==> src/rtl/mboxIrqPkg.sv <==
package mboxIrqPkg;
  localparam int NUM_FLAGS = 3;
  localparam int FLG_XFER  = 0;  // transfer start (busy rising edge)
  localparam int FLG_CTL   = 1;  // control code deposited by host
  localparam int FLG_STAT  = 2;  // status code fetched by host

  typedef struct packed {
    logic [NUM_FLAGS-1:0] setFlag;
    logic [NUM_FLAGS-1:0] clrFlag;
  } flagStrobes_t;
endpackage

==> src/rtl/mboxIrqCtrl.sv <==
module mboxIrqCtrl
  import mboxIrqPkg::*;
#(
  parameter int DATA_W = 8
) (
  input  logic                 clk,
  input  logic                 rstN,
  input  logic                 hostStatRd,
  input  logic                 hostCtlWr,
  input  logic                 hostBusy,
  input  logic                 slvRdEn,
  input  logic                 slvWrEn,
  input  logic [DATA_W-1:0]    slvWrData,
  input  logic [NUM_FLAGS-1:0] flagQ,
  output flagStrobes_t         strobes
);
  logic                 busyPrev;
  logic                 edgeOk;     // one clock seen since reset release
  logic                 busyRise;
  logic [NUM_FLAGS-1:0] armQ;       // flag was read as 1 by the slave
  logic [NUM_FLAGS-1:0] clrHit;

  // Busy edge detector; the first sample after reset only primes busyPrev
  always_ff @(posedge clk or negedge rstN) begin
    if (!rstN) begin
      busyPrev <= 1'b0;
      edgeOk   <= 1'b0;
    end else begin
      busyPrev <= hostBusy;
      edgeOk   <= 1'b1;
    end
  end

  assign busyRise = edgeOk & hostBusy & ~busyPrev;

  // A 0 written onto an armed flag is a valid clear
  assign clrHit = slvWrEn ? (armQ & ~slvWrData[NUM_FLAGS-1:0]) : '0;

  always_comb begin
    strobes                   = '0;
    strobes.setFlag[FLG_STAT] = hostStatRd;
    strobes.setFlag[FLG_CTL]  = hostCtlWr;
    strobes.setFlag[FLG_XFER] = busyRise;
    strobes.clrFlag           = clrHit;
  end

  // Per-flag arm bits: set by a read that sees 1, consumed by the clear
  for (genvar i = 0; i < NUM_FLAGS; i++) begin : gArm
    always_ff @(posedge clk or negedge rstN) begin
      if (!rstN)
        armQ[i] <= 1'b0;
      else if (clrHit[i])
        armQ[i] <= 1'b0;
      else if (slvRdEn && flagQ[i])
        armQ[i] <= 1'b1;
    end
  end
endmodule

==> src/rtl/mboxIrqData.sv <==
module mboxIrqData
  import mboxIrqPkg::*;
#(
  parameter int DATA_W = 8
) (
  input  logic                 clk,
  input  logic                 rstN,
  input  flagStrobes_t         strobes,
  input  logic                 bufIrqEn,
  input  logic [NUM_FLAGS-1:0] flagIrqEn,
  output logic [NUM_FLAGS-1:0] flagQ,
  output logic [DATA_W-1:0]    slvRdData,
  output logic                 slvIrq
);
  localparam int PAD_W = DATA_W - NUM_FLAGS;

  logic [NUM_FLAGS-1:0] gated;

  // Flag storage: a set event takes priority over a clear
  for (genvar i = 0; i < NUM_FLAGS; i++) begin : gFlag
    always_ff @(posedge clk or negedge rstN) begin
      if (!rstN)
        flagQ[i] <= 1'b0;
      else if (strobes.setFlag[i])
        flagQ[i] <= 1'b1;
      else if (strobes.clrFlag[i])
        flagQ[i] <= 1'b0;
    end
  end

  assign gated = flagQ & flagIrqEn;

  always_ff @(posedge clk or negedge rstN) begin
    if (!rstN)
      slvIrq <= 1'b0;
    else
      slvIrq <= bufIrqEn & (|gated);
  end

  assign slvRdData = {{PAD_W{1'b0}}, flagQ};
endmodule

==> src/rtl/mboxIrqFlags.sv <==
module mboxIrqFlags
  import mboxIrqPkg::*;
#(
  parameter int DATA_W = 8
) (
  input  logic                 clk,
  input  logic                 rstN,
  input  logic                 hostStatRd,
  input  logic                 hostCtlWr,
  input  logic                 hostBusy,
  input  logic                 slvRdEn,
  input  logic                 slvWrEn,
  input  logic [DATA_W-1:0]    slvWrData,
  input  logic                 bufIrqEn,
  input  logic [NUM_FLAGS-1:0] flagIrqEn,
  output logic [DATA_W-1:0]    slvRdData,
  output logic                 slvIrq
);
  flagStrobes_t         strobes;
  logic [NUM_FLAGS-1:0] flagQ;

  mboxIrqCtrl #(.DATA_W(DATA_W)) uCtrl (
    .clk       (clk),
    .rstN      (rstN),
    .hostStatRd(hostStatRd),
    .hostCtlWr (hostCtlWr),
    .hostBusy  (hostBusy),
    .slvRdEn   (slvRdEn),
    .slvWrEn   (slvWrEn),
    .slvWrData (slvWrData),
    .flagQ     (flagQ),
    .strobes   (strobes)
  );

  mboxIrqData #(.DATA_W(DATA_W)) uData (
    .clk      (clk),
    .rstN     (rstN),
    .strobes  (strobes),
    .bufIrqEn (bufIrqEn),
    .flagIrqEn(flagIrqEn),
    .flagQ    (flagQ),
    .slvRdData(slvRdData),
    .slvIrq   (slvIrq)
  );
endmodule

==> config.mk <==
export PLATFORM = sky130hd
export DESIGN_NAME = mboxIrqFlags
export DESIGN_NICKNAME = d
export VERILOG_FILES = /design/src/rtl/mboxIrqPkg.sv /design/src/rtl/mboxIrqCtrl.sv /design/src/rtl/mboxIrqData.sv /design/src/rtl/mboxIrqFlags.sv
export SDC_FILE = /design/constraint.sdc
export NUM_CORES = 1
export LEC_CHECK = 0
export ABC_CLOCK_PERIOD_IN_PS = 1200
export CORE_AREA = 2 2 39 41
export DETAILED_ROUTE_END_ITERATION = 8
export DIE_AREA = 0 0 41 43
export PLACE_DENSITY = 0.78
export SYNTH_ARGS = -nofsm -noshare
export SYNTH_HDL_FRONTEND = slang
export SYNTH_SLANG_ARGS = --single-unit
==> constraint.sdc <==
create_clock -name clk -period 1.2 [get_ports clk]
set_input_delay 0.24 -clock clk [delete_from_list [all_inputs] [get_ports clk]]
set_output_delay 0.24 -clock clk [all_outputs]
set_load 0.02 [all_outputs]
-- Word level (Yosys, flattened, before mapping)
Index checks and enable logic that the tools add are counted.
- flip-flop bits (word level): 9
- muxes and demuxes: 13
- bitwise operators: 7
- reductions and logical operators: 10
- operators with widths (kind ; count):
    1-bit 2-to-1 mux ; 12
    2-bit nonzero test ; 6
    3-bit AND ; 2
    1-bit AND ; 3
    1-bit logical AND ; 3
    3-bit 2-to-1 mux ; 1
    3-bit NOT ; 1
    3-bit OR reduction ; 1
    1-bit NOT ; 1

-- Depth between registers and ports, before layout
Gate-level depths: netlist of the first run.
- word-level depth: 5
- depth in mapped cells: 2
- gate-level depth less buffers: 2

-- Cells and area by module
A second synthesis of the first run with hierarchy kept.
- cells, all modules: 44
- area, all modules: 469.2 µm²
- modules (own cells, without submodules) (module ; instances ; cells each ; area each (µm²)):
    mboxIrqCtrl ; 1 ; 23 ; 254.0
    mboxIrqData ; 1 ; 21 ; 215.2

-- Least setup slack after synthesis of the first run
No wires, ideal clock.
- path type: reg-to-reg
- start point: register uData.flagQ[0]
- end point: register uData.slvIrq
- arrival time: 0.862 ns
- required time: 1.070 ns
- slack: 0.209 ns
- cell stages (with the launch flop): 3
- path buffers: 0
- path through: dfrtp_1 > a222oi_1 > nor2b_1
- word-level cells in the longest chain between the ends: 3
- RTL lines (what ; line ; RTL):
    start: declaration ; mboxIrqData.sv:11 ; output logic [NUM_FLAGS-1:0] flagQ,
    start signal: indexed assignment ; mboxIrqData.sv:23 ; flagQ[i] <= 1'b0;
    start signal: indexed assignment ; mboxIrqData.sv:25 ; flagQ[i] <= 1'b1;
    start signal: indexed assignment ; mboxIrqData.sv:27 ; flagQ[i] <= 1'b0;
    3-bit AND ; mboxIrqData.sv:31 ; assign gated = flagQ & flagIrqEn;
    3-bit OR reduction ; mboxIrqData.sv:37 ; slvIrq <= bufIrqEn & (|gated);
    1-bit AND ; mboxIrqData.sv:37 ;
    end signal: assignment ; mboxIrqData.sv:37 ;
    end: declaration ; mboxIrqData.sv:13 ; output logic slvIrq
Every way passes these cells.
A chain may end at the register's enable or synchronous reset.

-- Worst setup path after layout of the first run
- start point: register uData.flagQ[0]
- end point: output slvRdData[0]
- RTL lines (what ; line ; RTL):
    end: declaration ; mboxIrqFlags.sv:16 ; output logic [DATA_W-1:0] slvRdData,
No word-level cell between the ends.

==> results of run 1 <==
state kept, by name, summed over array words and instances (netlist names):
name,cells
uCtrl.busyPrev,1
uData.slvIrq,1
uCtrl.armQ,3
uData.flagQ,3
uCtrl.edgeOk,1
cell families after synthesis:
kind of cell | synth area share [%]
AOI/OAI and AO/OA | 10.9
buffers and inverters | 9.59
DFF | 57.5
muxes | 5.11
other | 1.92
and+or+nand+nor | 15.0
timing repair:
item	CTS	global route
endpoints found under the hold margin	0	0
setup endpoints to repair	4	2
gates resized for setup	5	3
setup buffers	0	0
power groups by stage:
stage	registers (mW)	logic (mW)	clock network, mW
floorplan	0.403	0.0842	0
global placement	0.375	0.222	0
detailed placement	0.377	0.224	0
CTS	0.373	0.216	0.236
global route	0.380	0.231	0.248
finish	0.373	0.213	0.227
cell type report:
class,instances,share of cell area [%]
timing repair buffer,21,31.8
clock buffer,4,4.31
tap,16,3.29
sequential,9,37.0
multi-input combinational,23,23.6
worst max path at each step:
stage / slack (ps) / depth (start not counted) / to
after global routing: 6 / 1 / slvRdData[0]
final: 30 / 1 / slvRdData[0]
after CTS: 3 / 1 / slvRdData[2]
after detailed placement: 20 / 1 / slvRdData[0]
after floorplan: 210 / 2 / uData.slvIrq
after global placement: 10 / 3 / uData.flagQ[2]
metrics by stage:
stage / utilization (%) / hold WS, ps / area [sq um] / cells / power [mW]
global placement: 42.6 / 401 / 589 / 69 / 0.597
finish: 44.0 / 279 / 609 / 73 / 0.813
global route: 44.0 / 310 / 609 / 73 / 0.859
detailed placement: 42.6 / 408 / 589 / 69 / 0.601
CTS: 44.2 / 291 / 612 / 73 / 0.825
floorplan: - / -55.6 / 407 / 37 / 0.487
placed cells by master, fill, tap and decap left out, drive strengths merged:
cell type / n
and2: 1
buf: 4
clkdlybuf4s15: 2
clkbuf: 5
nor2b: 3
nand2: 3
nand3b: 3
conb: 6
dfrtp: 9
dlygate4sd2: 1
clkdlybuf4s50: 13
a21o: 3
a222oi: 1
mux2i: 2
o2bb2ai: 1
worst reg2reg max path, cell delays in order (launching register included):
cell and delay, ps:
dfrtp_1 380, buf_4 150, a222oi_1 320, nor2b_1 80
layer usage:
layer / vias to the layer above / wire length [microns] / GRT usage (%)
li1: 149 / - / -
met1: 148 / 338 / 12.0
met2: 16 / 344 / 15.6
met3: 0 / 75 / 4.71
met4: 0 / 0 / 6.00
met5: - / 0 / 0
==> reports/metrics.cfg, run 1 <==
[sta]
maxSlewViolCount = 0
fmax_mhz = 858
finalHoldViolations = 0
setup_viol_count_final = 0
fin_crit_sh_pct = 97.1
min_period_ps = 1170
clock_skew_ps = 3.81
rsz0062_at_grt = no
setup_slack_ps = 34.3
final.setup.tns_ps = 0

[power]
switchingPower_mw = 0.216
power.density_nw_per_um2 = 1330
p_sw_share_pct = 26.6
ir_drop_v = 0.000633
pwr-share-seq_pct = 45.9
pwr-share-comb_pct = 26.2
power_leakage_nw = 0.275
internal_power_mw = 0.597
pwr-share-clk_pct = 28.0

[routing]
final_antenna_net_count = 0
drc = 0
postRouteWirelength_microns = 757
drtPass1Iterations = 4
wire_per_inst_microns = 10.4
vias = 313
drtIter0Drc = 4
vias_per_cell = 4.29

[worst_setup_path]
slowest_stage = dfrtp_1
slowest_delay_ps = 380
reg2reg_from = uData.flagQ[0]
start_kind = register
critical_path.startpoint = uData.flagQ[0]
cp_max_fo = 2
path_cells = clkdlybuf4s15_1
crit_arrival_ps = 930
cp-end-kind = primary output
cp_top_family = flip-flops
r2r-end = uData.slvIrq
worstSetupPathType = reg2out
r2r_slack_ps = 150
path_buf_inv = 1
required_ps = 960
r2r_cells = 3

[hold_path]
worst_hold_path_type = in2async

[cells_and_area]
multi_input_area_sq_um = 144
seqCellArea_sq_um = 225
drive_above_1_share_pct = 15.8
diodes = 0
layout.nets = 77
fillCellCount = 136
area_delta_synth_final_pct = 55.6

[synth]
synth_top_area_share_pct = 57.5
synth_seq_area_share_pct = 57.5
synth.most_common_cell = dfrtp_1
avgSynthCellArea_sq_um = 11.9
synthTopCellsByArea = dfrtp_1, buf_4, nand3b_1, mux2i_1, nor2b_1
synth-edff-count = 0
netlist_area_sq_um = 392
synth_cell_types = 12
ys_seq_elements = 9
syn_inst = 33
async_reset_ff_share_pct = 100
ys.flop_type = dfrtp_1
yosysWarningCount = 0
synth.top_cells.by_count = dfrtp_1, buf_4, nand2_1, nand3b_1, nor2b_1
synth_largest_area_cell = dfrtp_1

[grt]
grt_max_degree = 10
grt_usage_pct = 10.6
antenna_found_initial = 0
grt_pass1_vias = 314
grt_pass1_wl_microns = 1200
gr-total-overflow = 0

[floorplan]
die_w_microns = 41
ios = 28
design.core.area_sq_um = 1380
initial_core_util_pct = 28.3
dieArea_sq_um = 1760
die_y_microns = 43
rows = 14

[clock_tree]
clock-sinks = 9
ctsLongestPathBuffers = 2
clk_latency_ps = 250
path_clk_slew_ps = 60
hold_buffers = 0
h-tree-depth = 1
cts_tree = done
ctsRootBufferMaster = clkbuf_4
cts_made_buffers = 3

[placement]
post-place-ws_ps = 18.4
gp_congestion = 0.749
port_buffers = 17
hpwlAfterDp_microns = 590

[job]
max-cap-violations = 0

[run_status]
status = finished clean

Power figures use the tool's default switching activity.
==> run 2, diff against run 1 <==
--- a/config.mk
+++ b/config.mk
@@ -6,9 +6,9 @@
 export NUM_CORES = 1
 export LEC_CHECK = 0
 export ABC_CLOCK_PERIOD_IN_PS = 1200
-export CORE_AREA = 2 2 39 41
+export CORE_AREA = 5 5 42 44
 export DETAILED_ROUTE_END_ITERATION = 8
-export DIE_AREA = 0 0 41 43
+export DIE_AREA = 0 0 47 49
 export PLACE_DENSITY = 0.78
 export SYNTH_ARGS = -nofsm -noshare
 export SYNTH_HDL_FRONTEND = slang
==> reports/metrics.cfg, run 2 (synthesis results as in run 1) <==
[run_status]
status = finished clean  ; unchanged

[sta]
finalHoldViolations = 0  ; unchanged
fin_crit_sh_pct = 95.5  ; was 97.1%
setup_viol_count_final = 0  ; unchanged
final.setup.tns_ps = 0  ; unchanged
min_period_ps = 1150  ; was 1170 ps
maxSlewViolCount = 0  ; unchanged
rsz0062_at_grt = no  ; unchanged
clock_skew_ps = 1.11  ; was 3.81 ps
setup_slack_ps = 54.3  ; was 34.3 ps
fmax_mhz = 873  ; was 858 MHz

[floorplan]
dieArea_sq_um = 2300  ; was 1760 sq um
initial_core_util_pct = 27.9  ; was 28.3%
rows = 14  ; unchanged
ios = 28  ; unchanged
die_w_microns = 47  ; was 41 microns
design.core.area_sq_um = 1400  ; was 1380 sq um
die_y_microns = 49  ; was 43 microns

[hold_path]
worst_hold_path_type = in2async  ; unchanged

[worst_setup_path]
start_kind = register  ; unchanged
slowest_stage = dfrtp_1  ; unchanged
cp_max_fo = 1  ; was 2
cp-end-kind = primary output  ; unchanged
r2r-end = uData.slvIrq  ; unchanged
reg2reg_from = uData.flagQ[0]  ; unchanged
slowest_delay_ps = 370  ; was 380 ps
worstSetupPathType = reg2out  ; unchanged
path_cells = clkdlybuf4s15_1  ; unchanged
r2r_slack_ps = 140  ; was 150 ps
required_ps = 960  ; about the same
cp_top_family = flip-flops  ; unchanged
r2r_cells = 3  ; unchanged
path_buf_inv = 1  ; unchanged
crit_arrival_ps = 910  ; was 930 ps

[placement]
hpwlAfterDp_microns = 737  ; was 590 microns
placed_area_sq_um = 589  ; unchanged
gp_congestion = 0.757  ; was 0.749
port_buffers = 17  ; unchanged
post-place-ws_ps = 5.10  ; was 18.4 ps

[grt]
grt_usage_pct = 9.43  ; was 10.6%
gr-total-overflow = 0  ; unchanged
grt_max_degree = 10  ; unchanged
grt_pass1_wl_microns = 1500  ; was 1200 microns
antenna_found_initial = 0  ; unchanged
grt_pass1_vias = 368  ; was 314

[cells_and_area]
drive_above_1_share_pct = 19.3  ; was 15.8%
area_delta_synth_final_pct = 53.4  ; was 55.6%
fillCellCount = 141  ; was 136
fin_area_sq_um = 601  ; was 609 sq um
layout_commonest_cell = clkdlybuf4s50_1  ; unchanged
final_cell_mix = clkdlybuf4s50_1, dfrtp_1, conb_1  ; unchanged
final_core_util_pct = 42.9  ; was 44.0%
reg.largest.list = uCtrl.armQ: 3 flops, uData.flagQ: 3 flops  ; unchanged
diodes = 0  ; unchanged
layout.nets = 77  ; unchanged

[clock_tree]
clock-sinks = 9  ; unchanged
cts_made_buffers = 3  ; unchanged
postCtsSetupBuffers = 0  ; unchanged
ctsRootBufferMaster = clkbuf_4  ; unchanged
clk_latency_ps = 260  ; was 250 ps
cts_tree = done  ; unchanged
path_clk_slew_ps = 60  ; about the same
hold_buffers = 0  ; unchanged
cts.repair.resized = 7  ; was 5
h-tree-depth = 1  ; unchanged
ctsLongestPathBuffers = 2  ; unchanged

[power]
power.total_mw = 0.816  ; was 0.813 mW
ir_drop_v = 0.000524  ; was 0.000633 V
power_leakage_nw = 0.272  ; was 0.275 nW
power.density_nw_per_um2 = 1360  ; was 1330 nW/um^2

[routing]
vias_per_cell = 4.25  ; was 4.29
vias = 310  ; was 313
drtIter0Drc = 3  ; was 4
wire_per_inst_microns = 12.8  ; was 10.4 microns
drtPass1Iterations = 5  ; was 4
final_antenna_net_count = 0  ; unchanged
drc = 0  ; unchanged
postRouteWirelength_microns = 932  ; was 757 microns

[job]
max-cap-violations = 0  ; unchanged

[run 2: area by class of cell]
cell class,count,area [sq um],area share (%)
clock buffers,4,26.3,4.38
multi-input cells,23,144,24.0
flip-flops and latches,9,225,37.5
well taps,16,20.0,3.33
repair buffers,21,185,30.8
[run 2: metal layers]
metal / vias to the layer above / wire (microns) / GRT usage (%)
li1: 149 / - / -
met1: 147 / 353 / 10.1
met2: 14 / 503 / 14.0
met3: 0 / 75 / 2.95
met4: 0 / 0 / 8.29
met5: - / 0 / 0
[run 2: report_power, final]
| group | leakage (nW) | internal (mW) | switching [mW] |
|---|---|---|---|
| combinational | 0.158 | 0.115 | 0.0939 |
| clock | 0.0150 | 0.128 | 0.104 |
| sequential | 0.0995 | 0.349 | 0.0265 |
| total | 0.272 | 0.592 | 0.225 |
[run 2: worst max path at each step]
stage | startpoint | end | cells after the start
after floorplan | uData.flagQ[0] | uData.slvIrq | 2
after global placement | slvWrEn | uData.flagQ[1] | 3
after detailed placement | uData.flagQ[1] | slvRdData[1] | 1
after CTS | uData.slvIrq | slvIrq | 1
after global routing | uData.slvIrq | slvIrq | 1
final | uData.slvIrq | slvIrq | 1
[run 2: through the flow]
step	hold slack, ps	cells
after global placement	400	69
after detailed placement	405	69
final	285	73
after CTS	293	73
after global routing	318	73
after floorplan	-55.6	37
==> run 3, diff against run 2 <==
--- a/config.mk
+++ b/config.mk
@@ -6,10 +6,12 @@
 export NUM_CORES = 1
 export LEC_CHECK = 0
 export ABC_CLOCK_PERIOD_IN_PS = 1200
-export CORE_AREA = 5 5 42 44
+export CELL_PAD_IN_SITES_DETAIL_PLACEMENT = 0
+export CELL_PAD_IN_SITES_GLOBAL_PLACEMENT = 1
+export CORE_AREA = 5 5 48 50
 export DETAILED_ROUTE_END_ITERATION = 8
-export DIE_AREA = 0 0 47 49
-export PLACE_DENSITY = 0.78
+export DIE_AREA = 0 0 53 55
+export PLACE_DENSITY = 0.79
 export SYNTH_ARGS = -nofsm -noshare
 export SYNTH_HDL_FRONTEND = slang
 export SYNTH_SLANG_ARGS = --single-unit
==> reports/metrics.cfg, run 3 (synthesis results as in run 1) <==
[grt]
grt_use_met2_pct = 12.0  ; was 14.0%
gr-usage-met1_pct = 7.00  ; was 10.1%
gr-usage-met3_pct = 3.22  ; was 2.95%
gr-total-overflow = 0  ; unchanged
grt_max_degree = 10  ; unchanged
grt_pass1_vias = 342  ; was 368
antenna_found_initial = 0  ; unchanged
grt_usage_pct = 7.30  ; was 9.43%
grt-busiest-layer = met2  ; unchanged
grt_pass1_wl_microns = 1440  ; was 1500 microns

[sta]
hold-worst-slack_ps = 271  ; was 285 ps
maxSlewViolCount = 0  ; unchanged
setup_viol_count_final = 0  ; unchanged
fmax_mhz = 855  ; was 873 MHz
fin_crit_sh_pct = 97.4  ; was 95.5%
rsz0062_at_grt = no  ; unchanged
clock_skew_ps = 3.77  ; was 1.11 ps
finalHoldViolations = 0  ; unchanged
min_period_ps = 1170  ; was 1150 ps

[floorplan]
initial_core_util_pct = 21.0  ; was 27.9%
ios = 28  ; unchanged
die_w_microns = 53  ; was 47 microns
dieArea_sq_um = 2920  ; was 2300 sq um
rows = 16  ; was 14
die_y_microns = 55  ; was 49 microns
design.core.area_sq_um = 1860  ; was 1400 sq um

[power]
power_leakage_nw = 0.274  ; was 0.272 nW
switchingPower_mw = 0.227  ; was 0.225 mW
p_sw_share_pct = 27.7  ; was 27.5%
pwr-share-seq_pct = 45.4  ; was 45.9%
power.total_mw = 0.819  ; was 0.816 mW
ir_drop_v = 0.000360  ; was 0.000524 V
pwr-share-clk_pct = 29.0  ; was 28.4%
pwr-share-comb_pct = 25.6  ; about the same
power.density_nw_per_um2 = 1330  ; was 1360 nW/um^2
internal_power_mw = 0.592  ; about the same

[worst_setup_path]
required_ps = 960  ; about the same
worstSetupPathType = reg2out  ; unchanged
cp_max_fo = 1  ; unchanged
path_buf_inv = 1  ; unchanged
cp-end-kind = primary output  ; unchanged
crit_arrival_ps = 930  ; was 910 ps
path_cells = dlygate4sd2_1  ; was clkdlybuf4s15_1
slowest_stage = dfrtp_1  ; unchanged
cp_top_family = flip-flops  ; unchanged
start_kind = register  ; unchanged
slowest_delay_ps = 350  ; was 370 ps

[job]
max-cap-violations = 0  ; unchanged

[routing]
drtPass1Iterations = 2  ; was 5
drtIter0Drc = 8  ; was 3
vias_per_cell = 3.77  ; was 4.25
final_antenna_net_count = 0  ; unchanged
postRouteWirelength_microns = 935  ; was 932 microns
vias = 317  ; was 310
wire_per_inst_microns = 11.1  ; was 12.8 microns
drc = 0  ; unchanged

[clock_tree]
postCtsSetupBuffers = 0  ; unchanged
h-tree-depth = 1  ; unchanged
cts_made_buffers = 3  ; unchanged
ctsLongestPathBuffers = 2  ; unchanged
clk_latency_ps = 260  ; about the same
cts.repair.resized = 7  ; unchanged
clock-sinks = 9  ; unchanged
ctsRootBufferMaster = clkbuf_4  ; unchanged
hold_buffers = 0  ; unchanged
path_clk_slew_ps = 60  ; about the same
cts_tree = done  ; unchanged

[cells_and_area]
drive_above_1_share_pct = 17.5  ; was 19.3%
diodes = 0  ; unchanged
reg.largest.list = uCtrl.armQ: 3 flops, uData.flagQ: 3 flops  ; unchanged
final_cell_mix = clkdlybuf4s50_1, dfrtp_1, conb_1  ; unchanged
fin_area_sq_um = 618  ; was 601 sq um
fillCellCount = 211  ; was 141
layoutNonFillerInstCount = 84  ; was 73
layout.nets = 77  ; unchanged
layout_commonest_cell = clkdlybuf4s50_1  ; unchanged
area_delta_synth_final_pct = 57.8  ; was 53.4%

[placement]
place_inst = 80  ; was 69
gp_congestion = 0.707  ; was 0.757
hpwlAfterDp_microns = 732  ; was 737 microns
placed_area_sq_um = 603  ; was 589 sq um
port_buffers = 17  ; unchanged

[hold_path]
worst_hold_path_type = in2async  ; unchanged

[run_status]
status = finished clean  ; unchanged

==> run 3: power groups by stage <==
stage	clock (mW)	combinational, mW	sequential [mW]
after CTS	0.247	0.220	0.372
after floorplan	0	0.0842	0.403
after global placement	0	0.224	0.375
final	0.237	0.210	0.372
after detailed placement	0	0.226	0.378
after global routing	0.259	0.230	0.378
==> run 3: stage by stage <==
stage / util [%] / setup TNS (ps) / setup WS, ps
6_report: 33.2 / 0 / 30.7
3_3_place_gp: 32.4 / 0 / 15.9
2_1_floorplan: - / 0 / 209
5_1_grt: 33.2 / 0 / 1.03
3_5_place_dp: 32.4 / -9.40 / -5.17
4_1_cts: 33.7 / 0 / 16.3
==> run 3: cell type report <==
| cell class | instances | area, sq um | area share, % |
|---|---|---|---|
| Clock buffer | 4 | 26.3 | 4.25 |
| Multi-Input combinational cell | 23 | 144 | 23.3 |
| Sequential cell | 9 | 225 | 36.4 |
| Tap cell | 27 | 33.8 | 5.47 |
| Timing Repair Buffer | 21 | 189 | 30.6 |
==> run 3: path summary, 6_finish.rpt <==
check                               start             end  slack, ps  cells past startpoint
hold / removal                       rstN  uData.flagQ[1]        270                      1
setup / recovery             uData.slvIrq          slvIrq         30                      1
hold reg to reg            uCtrl.busyPrev  uData.flagQ[0]        410                      1
max in group asynchronous            rstN  uData.flagQ[2]        640                      1
min in group clk           uCtrl.busyPrev  uData.flagQ[0]        410                      1
setup reg to reg           uData.flagQ[0]    uData.slvIrq        150                      3
==> run 3: worst register-to-register path, delay by kind of cell (launching register included) <==
family / cells / cell delay (ps)
DFF: 1 / 380
and+or+nand+nor: 1 / 80
AOI/OAI and AO/OA: 1 / 330
buffers and inverters: 1 / 140
==> run 3: metal layers <==
| layer | part of all wire (%) | wire length [microns] |
|---|---|---|
| met1 | 37 | 342 |
| met4 | 0 | 0 |
| met5 | 0 | 0 |
| met3 | 13 | 123 |
| met2 | 50 | 469 |
